$ cat src/rtl/qos_sched_pkg.sv
package qos_sched_pkg;
  localparam int NUM_CLS = 4;
  localparam int CLS_W = $clog2(NUM_CLS);
  localparam int KIND_W = 2;

  localparam logic [KIND_W-1:0] KIND_BODY = 2'b00;
  localparam logic [KIND_W-1:0] KIND_END  = 2'b01;
  localparam logic [KIND_W-1:0] KIND_SOLO = 2'b10;

  typedef struct packed {
    logic             fire;
    logic [CLS_W-1:0] sel;
  } schedStrobe_t;
endpackage

$ cat src/rtl/class_credit.sv
module class_credit #(
  parameter int DEPTH = 4,
  parameter int CNT_W = $clog2(DEPTH + 1)
) (
  input  logic             clk,
  input  logic             rstN,
  input  logic             take,
  input  logic             give,
  output logic [CNT_W-1:0] level,
  output logic             hasCredit
);
  always_ff @(posedge clk) begin
    if (!rstN) begin
      level <= CNT_W'(DEPTH);
    end else begin
      case ({take, give})
        2'b10:   level <= level - 1'b1;
        2'b01:   level <= level + 1'b1;
        default: level <= level;
      endcase
    end
  end

  assign hasCredit = (level != '0);
endmodule

$ cat src/rtl/sched_ctrl.sv
module sched_ctrl
  import qos_sched_pkg::*;
#(
  parameter int DEPTH = 4,
  parameter int CNT_W = $clog2(DEPTH + 1)
) (
  input  logic                     clk,
  input  logic                     rstN,
  input  logic [NUM_CLS-1:0]       inValid,
  input  logic [NUM_CLS-1:0]       creditRet,
  output logic [NUM_CLS-1:0]       inReady,
  output schedStrobe_t             strb,
  output logic [NUM_CLS*CNT_W-1:0] creditLvl
);
  logic [NUM_CLS-1:0] hasCredit;
  logic [NUM_CLS-1:0] eligible;
  logic [CLS_W-1:0]   pick;
  logic               found;

  for (genvar g = 0; g < NUM_CLS; g++) begin : g_credit
    class_credit #(.DEPTH(DEPTH), .CNT_W(CNT_W)) u_credit (
      .clk      (clk),
      .rstN     (rstN),
      .take     (inReady[g] & inValid[g]),
      .give     (creditRet[g]),
      .level    (creditLvl[g*CNT_W +: CNT_W]),
      .hasCredit(hasCredit[g])
    );
  end

  assign eligible = inValid & hasCredit;

  // lowest index is highest priority; classes without credit drop out
  always_comb begin
    pick  = '0;
    found = 1'b0;
    for (int c = 0; c < NUM_CLS; c++) begin
      if (!found && eligible[c]) begin
        pick  = CLS_W'(c);
        found = 1'b1;
      end
    end
  end

  assign inReady   = found ? (NUM_CLS'(1) << pick) : '0;
  assign strb.fire = found;
  assign strb.sel  = pick;
endmodule

$ cat src/rtl/sched_dp.sv
module sched_dp
  import qos_sched_pkg::*;
#(
  parameter int FLIT_W = 32
) (
  input  logic                      clk,
  input  logic                      rstN,
  input  schedStrobe_t              strb,
  input  logic [NUM_CLS*FLIT_W-1:0] inData,
  input  logic [NUM_CLS*KIND_W-1:0] inKind,
  output logic                      outValid,
  output logic [FLIT_W-1:0]         outData,
  output logic [KIND_W-1:0]         outKind,
  output logic [CLS_W-1:0]          outClass
);
  logic [FLIT_W-1:0] flitArr [NUM_CLS];
  logic [KIND_W-1:0] kindArr [NUM_CLS];

  for (genvar g = 0; g < NUM_CLS; g++) begin : g_split
    assign flitArr[g] = inData[g*FLIT_W +: FLIT_W];
    assign kindArr[g] = inKind[g*KIND_W +: KIND_W];
  end

  always_ff @(posedge clk) begin
    if (!rstN) begin
      outValid <= 1'b0;
      outData  <= '0;
      outKind  <= '0;
      outClass <= '0;
    end else begin
      outValid <= strb.fire;
      if (strb.fire) begin
        outData  <= flitArr[strb.sel];
        outKind  <= kindArr[strb.sel];
        outClass <= strb.sel;
      end
    end
  end
endmodule

$ cat src/rtl/qos_out_sched.sv
module qos_out_sched
  import qos_sched_pkg::*;
#(
  parameter int FLIT_W       = 32,
  parameter int CREDIT_DEPTH = 4
) (
  input  logic                      clk,
  input  logic                      rstN,
  input  logic [NUM_CLS-1:0]        inValid,
  output logic [NUM_CLS-1:0]        inReady,
  input  logic [NUM_CLS*FLIT_W-1:0] inData,
  input  logic [NUM_CLS*KIND_W-1:0] inKind,
  input  logic [NUM_CLS-1:0]        creditRet,
  output logic                      outValid,
  output logic [FLIT_W-1:0]         outData,
  output logic [KIND_W-1:0]         outKind,
  output logic [CLS_W-1:0]          outClass
);
  localparam int CNT_W = $clog2(CREDIT_DEPTH + 1);

  schedStrobe_t             strb;
  logic [NUM_CLS*CNT_W-1:0] creditLvl;

  sched_ctrl #(.DEPTH(CREDIT_DEPTH), .CNT_W(CNT_W)) u_ctrl (
    .clk      (clk),
    .rstN     (rstN),
    .inValid  (inValid),
    .creditRet(creditRet),
    .inReady  (inReady),
    .strb     (strb),
    .creditLvl(creditLvl)
  );

  sched_dp #(.FLIT_W(FLIT_W)) u_dp (
    .clk     (clk),
    .rstN    (rstN),
    .strb    (strb),
    .inData  (inData),
    .inKind  (inKind),
    .outValid(outValid),
    .outData (outData),
    .outKind (outKind),
    .outClass(outClass)
  );
endmodule

$ cat config.mk
export PLATFORM = sky130hd
export DESIGN_NAME = qos_out_sched
export DESIGN_NICKNAME = d
export VERILOG_FILES = /design/src/rtl/qos_sched_pkg.sv /design/src/rtl/class_credit.sv /design/src/rtl/sched_ctrl.sv /design/src/rtl/sched_dp.sv /design/src/rtl/qos_out_sched.sv
export SDC_FILE = /design/constraint.sdc
export NUM_CORES = 1
export LEC_CHECK = 0
export BUFFER_PORTS_ARGS = -buffer_cell sky130_fd_sc_hd__buf_2
export CORE_ASPECT_RATIO = 1.5
export CORE_MARGIN = 3
export CORE_UTILIZATION = 37
export CTS_CLUSTER_SIZE = 24
export DETAILED_ROUTE_END_ITERATION = 12
export PLACE_DENSITY = 0.81
export SETUP_SLACK_MARGIN = 0.15
export SLEW_MARGIN = 40
export SYNTH_ARGS = -nofsm -noshare
export SYNTH_HDL_FRONTEND = slang
export SYNTH_SLANG_ARGS = --single-unit
export TNS_END_PERCENT = 10
$ cat constraint.sdc
create_clock -name clk -period 2.1 [get_ports clk]
set_clock_uncertainty 0.05 [all_clocks]
set_input_delay 0.315 -clock clk [delete_from_list [all_inputs] [get_ports clk]]
set_output_delay 0.315 -clock clk [all_outputs]
set_load 0.05 [all_outputs]
==> metrics, run 1 <==
outcome finished with violations; failing checks setup timing; Final GP Congestion 0.739; Combinational Power Share 51.3%; drt wl/cell 15.9 µm; ANT nets after route 0; Die Width 74.9 µm; arrival time worst endpoint 2.24 ns; area grow syn2layout 48.9%; Leak 1.88 nW; maximum clock insertion buffer count 2; crit path max fanout 3; f_max 476 MHz; number of buffers added on ports 186; share of the synthesized area in the top cell type 37.3%; Synth Warn # 0; P_sw 1.67 mW; first-pass GRT wire length 13.0 mm; io pins 187; Die Height 109 µm; Worst-Margin Slew 0.624 ns; Core Util, Final 56.8%; mapped cell area 2630 µm²; CTS Hold Buffers Added 0; starting density of the core 38.1%; CTS clock-pin slew for the worst setup and hold paths 0.09 ns; Setup Crit Path Kind reg2reg; Hold/Removal Path Class in2reg; Root Driver clkbuf_8; asr flop ratio synth 0%; cells after synthesis 277; first-pass detailed-route iteration total 4; Placeable Area 6900 µm²; Final Power 3.84 mW; CTS Buf Count 5; Fin. Hold Viols 0; WP data required 2.24 ns; Syn Nets 431; Pins Over Slew Limit 0; VDD IR max 0.736 mV; worst skew pair latency 0.29 ns; CTS Sinks 49; CP Capture Type register; Final period util 100%; vias in the first global route 2904; Cell variety after synth 31; # nets final 625; Setup WS post-layout -0.000852 ns; startpoint types register; detailed-route wire length 8.77 mm; Final setup viols 1; internal power 2.16 mW; Total GRT Usage 20.3%; HPWL reported at the end of detailed placement 6.67 mm; antenna violations before repair 0; Switching Share 43.6%; grt ovf 0; post-synth top area cell dfxtp_1; max_slew headroom 58.4%; DR vias 3011; Sequential Power Share 33.0%; antenna cells 0; RSZ-0062 raised after global routing true; register area share after synthesis 37.3%; CTS H-tree depth 2; clock group share of total power 15.7%; top cells by area, synth dfxtp_1 (37%), o221ai_1 (11%), a221oi_1 (10%); Post-synth EDFFs 0; fraction of layout cells with a size suffix above 1 52.3%; max cap viols 0; Mean Syn Cell Area 9.50 µm²; Sum Neg Setup Slack -0.000852 ns; Starting DRT DRC Count 170; Hold Slack 0.268 ns; Cell Rows 37; Die Area 8180 µm²; drt via density 5.47; Synth Flop Type dfxtp_1; clock period minus worst slack 2.10 ns; DRC viols 0; largest net degree at the start of global routing 36; #FFs+latches synth 49; CTS tree yes; pwr dens 979 nW/µm²
==> synthesized netlist by cell type (5+ instances only) <==
| master | count |
|---|---|
| or3_1 | 5 |
| o21ai_0 | 5 |
| inv_1 | 43 |
| buf_2 | 14 |
| dfxtp_1 | 49 |
| o221ai_1 | 34 |
| a221oi_1 | 30 |
| nor2b_1 | 5 |
| o22ai_1 | 34 |
==> cell families (layout without fill, tap and decap cells) <==
logic type	after synthesis	in the layout	synth area share (%)
AOI/OAI and AO/OA	114	114	35.2
xor gates and xnor gates	8	8	2.66
adders and majority gates	8	8	4.95
buffers and inverters	68	263	11.8
DFF	49	49	37.3
muxes	4	4	1.52
and+or+nand+nor	26	26	6.56
==> metal layers <==
layer	routed length, µm	track usage (%)
met1	3290	22.6
met2	4660	36.8
met3	591	3.23
met4	230	8.52
met5	0	0
==> power by group through the flow <==
stage | Combinational [mW] | Sequential, mW | Clock (mW)
finish | 1.97 | 1.26 | 0.604
global route | 2.14 | 1.29 | 0.669
CTS | 1.95 | 1.26 | 0.635
detailed placement | 1.93 | 1.28 | 0
global placement | 1.87 | 1.27 | 0
floorplan | 0.852 | 1.75 | 0
==> through the flow <==
| stage | setup slack [ns] | std cells | cell area, µm² |
|---|---|---|---|
| after floorplan | -0.233 | 277 | 2660 |
| after global placement | 0.0520 | 542 | 3760 |
| after detailed placement | -0.0279 | 542 | 3760 |
| after CTS | 0.0229 | 550 | 3890 |
| after global routing | -0.0973 | 550 | 3920 |
| final | -0.000852 | 550 | 3920 |
==> cells in the final DEF, fill, tap and decap left out, drive strengths merged, types with 3 or more instances in the layout <==
cell,count
o31ai,3
dfxtp,49
and2,4
xor2,4
fa,4
nand2,5
nor2b,5
o221ai,34
clkbuf,7
buf,212
o21ai,5
inv,43
nand3,4
or3,5
o22ai,34
xnor2,4
ha,4
mux2i,4
a221oi,34
==> flip-flops by register name, indices dropped and copies added, names as in the netlist <==
| name | count |
|---|---|
| u_dp.outData | 32 |
| u_ctrl.g_credit.u_credit.level | 12 |
| u_dp.outClass | 2 |
| u_dp.outKind | 2 |
| u_dp.outValid | 1 |
==> repair_timing <==
action                     CTS  global route
resized for setup           11            10
setup endpoints to repair    9            10
setup buffers                0             0
pin swaps                    7             4
==> path summary, 6_finish.rpt <==
kind	startpoint	slack (ns)	cells past startpoint	endpoint
max	u_ctrl.g_credit[0].u_credit.level[2]	-0.0009	8	u_ctrl.g_credit[2].u_credit.level[1]
min	inValid[1]	0.27	3	u_dp.outClass[0]
max reg2reg	u_ctrl.g_credit[0].u_credit.level[2]	-0.0009	8	u_ctrl.g_credit[2].u_credit.level[1]
min reg2reg	u_dp.outClass[1]	0.41	2	u_dp.outClass[1]
==> layout make-up <==
class,instances,area (µm²)
fillers,613,2980
multi-input cells,160,1400
repair buffers,212,1170
flip-flops and latches,49,988
inverters,43,161
well taps,78,97.6
clock buffers,7,96.3
clock inverters,1,5.00
==> worst max-delay path: stages, from the launching register on <==
cell	delay (ns)
dfxtp_2	0.35
o31ai_4	0.30
inv_2	0.07
or3_4	0.40
ha_4	0.17
inv_2	0.05
fa_2	0.41
mux2i_1	0.13
nor2b_1	0.06
No activity file was read; power rests on OpenSTA's default activity.
==> run 2: changes to the inputs <==
--- a/config.mk
+++ b/config.mk
@@ -11,7 +11,8 @@
 export CORE_UTILIZATION = 37
 export CTS_CLUSTER_SIZE = 24
 export DETAILED_ROUTE_END_ITERATION = 12
-export PLACE_DENSITY = 0.81
+export MAX_ROUTING_LAYER = met4
+export PLACE_DENSITY = 0.77
 export SETUP_SLACK_MARGIN = 0.15
 export SLEW_MARGIN = 40
 export SYNTH_ARGS = -nofsm -noshare
==> run 2 against run 1 <==
Effect of this change: the flow still finishes with violations (setup timing); largest power group unchanged; maximum frequency decreased by 1.9%; sequential share of layout area decreased by 0.54 points; clock power decreased by 12%; largest cell class unchanged; global-route usage increased by 0.53 points; combinational power increased by 4%; final cell count increased by 1.3%; design area increased by 2.3%; hold slack got worse by 0.022 ns; first-iteration DRC count decreased by 19%; count of clock-buffer cells in the layout decreased by 1; routed wire length increased by 0.48%.
==> metrics, run 2 (synthesis gave the netlist of run 1 again) <==
Die Width 74.9 µm (unchanged); outcome finished with violations (unchanged); Sum Neg Setup Slack -0.0667 ns (was -0.000852 ns); ANT nets after route 0 (unchanged); critical path cell sequence o31ai_4 > inv_1 > or3_4 > ha_4 > inv_2 > fa_2 > xor2_1 > or3_1 > nand3_1 (was o31ai_4 > inv_2 > or3_4 > ha_4 > inv_2 > fa_2 > mux2i_1 > nor2b_1); HPWL reported at the end of detailed placement 6.55 mm (was 6.67 mm); origin of the critical flop-to-flop path u_ctrl.g_credit[0].u_credit.level[1] (was u_ctrl.g_credit[0].u_credit.level[2]); critical path's top delay family simple AND/OR/NAND/NOR gates (was adder cells); fraction of layout cells with a size suffix above 1 53.9% (was 52.3%); CTS H-tree depth 2 (unchanged); DR vias 2992 (was 3011); antenna cells 0 (unchanged); antenna violations before repair 0 (unchanged); crit path from u_ctrl.g_credit[0].u_credit.level[1] (was u_ctrl.g_credit[0].u_credit.level[2]); Fin. Hold Viols 0 (unchanged); Worst-Margin Slew 0.671 ns (was 0.624 ns); drt wl/cell 15.8 µm (was 15.9 µm); Core Util, Final 58.1% (was 56.8%); Final period util 102% (was 100%); most common cell after layout, fill and taps aside buf_2 (unchanged); io pins 187 (unchanged); Placeable Area 6900 µm² (unchanged); f_max 467 MHz (was 476 MHz); number of buffers added on ports 186 (unchanged); Slowest cell on crit path or3_4 (was fa_2); startpoint types register (unchanged); detailed-route wire length 8.81 mm (was 8.77 mm); Setup Crit Path Kind reg2reg (unchanged); Hold/Removal Path Class in2reg (unchanged); worst skew pair latency 0.29 ns (about the same); Pins Over Slew Limit 0 (unchanged); first-pass GRT wire length 12.9 mm (was 13.0 mm); VDD IR max 0.690 mV (was 0.736 mV); Leak 1.92 nW (was 1.88 nW); crit path max fanout 3 (unchanged); Final setup viols 3 (was 1); largest net degree at the start of global routing 38 (was 36); # nets final 632 (was 625); arrival time worst endpoint 2.33 ns (was 2.24 ns); starting density of the core 38.1% (unchanged); Largest regs u_dp.outData: 32 flops, u_ctrl.g_credit.u_credit.level: 12 flops (unchanged); DRC viols 0 (unchanged); maximum clock insertion buffer count 2 (unchanged); drt via density 5.37 (was 5.47); Critical Path Stages 9 (was 8); CP Capture Type register (unchanged); CTS Buf Count 5 (unchanged); grt ovf 0 (unchanged); Cell Rows 37 (unchanged); Die Area 8180 µm² (unchanged); Die Height 109 µm (unchanged); Total GRT Usage 20.8% (was 20.3%); Starting DRT DRC Count 138 (was 170); register name with the most flops u_dp.outData (unchanged); pwr dens 959 nW/µm² (was 979 nW/µm²); Hold Crit Depth 3 (unchanged); Worst R2R Path Depth 9 (was 8); Final GP Congestion 0.820 (was 0.739); Worst Setup EP u_ctrl.g_credit[2].u_credit.level[2] (was u_ctrl.g_credit[2].u_credit.level[1]); failing checks setup timing (unchanged); max cap viols 0 (unchanged); FF-to-FF End u_ctrl.g_credit[2].u_credit.level[2] (was u_ctrl.g_credit[2].u_credit.level[1]); CTS tree yes (unchanged); CTS Sinks 49 (unchanged); commonest cells after routing, fill and taps aside buf_2 (183), dfxtp_1 (44), inv_1 (38) (was buf_2 (184), dfxtp_1 (43), inv_1 (41)); max reg flops 32 (unchanged); Root Driver clkbuf_8 (unchanged); CTS clock-pin slew for the worst setup and hold paths 0.09 ns (about the same); Setup WS post-layout -0.0420 ns (was -0.000852 ns); CP bufs+invs 2 (unchanged); WP data required 2.29 ns (was 2.24 ns); Place WS -0.0433 ns (was -0.0279 ns); slowest stage delay, CP 0.39 ns (was 0.41 ns); max_slew headroom 55.2% (was 58.4%); vias in the first global route 2769 (was 2904); RSZ-0062 raised after global routing true (unchanged); R2R Setup Slk -0.04 ns (was -0.0009 ns); area grow syn2layout 52.4% (was 48.9%); clock period minus worst slack 2.14 ns (was 2.10 ns); first-pass detailed-route iteration total 6 (was 4)
run 2: cell count changes in the layout (fill, tap and decap cells not counted), sizes merged:
cell and delta:
clkinv +2, clkbuf -1, inv -1, buf +7
run 2: area by class of cell:
type	count	area, µm²
Clock buffer	6	72.6
Fill cell	613	2890
Clock inverter	2	10.0
Inverter	43	169
Sequential cell	49	990
Multi-Input combinational cell	160	1430
Tap cell	78	97.6
Timing Repair Buffer	219	1240
run 2: worst min path at each step:
stage | slack (ns) | startpoint | endpoint
floorplan | 0.42 | inValid[1] | u_dp.outClass[0]
global placement | 0.38 | u_dp.outClass[1] | u_dp.outClass[1]
detailed placement | 0.38 | u_dp.outClass[1] | u_dp.outClass[1]
CTS | 0.25 | inValid[1] | u_dp.outClass[0]
global route | 0.24 | inValid[1] | u_dp.outClass[0]
finish | 0.25 | inValid[1] | u_dp.outClass[0]
run 2: where the power goes:
| part | switching (mW) | internal [mW] |
|---|---|---|
| Sequential | 0.121 | 1.14 |
| Clock | 0.297 | 0.231 |
| Combinational | 1.27 | 0.782 |
run 2: what timing repair did:
item,in CTS,in global routing
pin swaps,14,12
gates resized for setup,24,17
setup buffers,2,5
hold buffers,0,0
setup endpoints to repair,10,26
run 2: through the flow:
step	hold slack (ns)	total power, mW	instances	area, µm²
floorplan	0.425	2.60	277	2660
global placement	0.382	3.13	542	3740
detailed placement	0.384	3.19	542	3740
CTS	0.251	3.80	552	3920
global route	0.237	4.10	557	4010
finish	0.247	3.85	557	4010
run 2: worst reg2reg max path, stage by stage (launching register included):
cell and delay, ns:
dfxtp_2 0.35, o31ai_4 0.30, inv_1 0.09, or3_4 0.39
ha_4 0.17, inv_2 0.05, fa_2 0.19, xor2_1 0.07
or3_1 0.35, nand3_1 0.07
run 2: layer usage:
| layer | up-vias | wire (µm) | GRT usage, % |
|---|---|---|---|
| met5 | - | 0 | - |
| met4 | 0 | 72 | 5.73 |
| met3 | 5 | 469 | 3.23 |
| met2 | 107 | 4910 | 38.7 |
| met1 | 1402 | 3360 | 22.1 |
| li1 | 1478 | - | - |
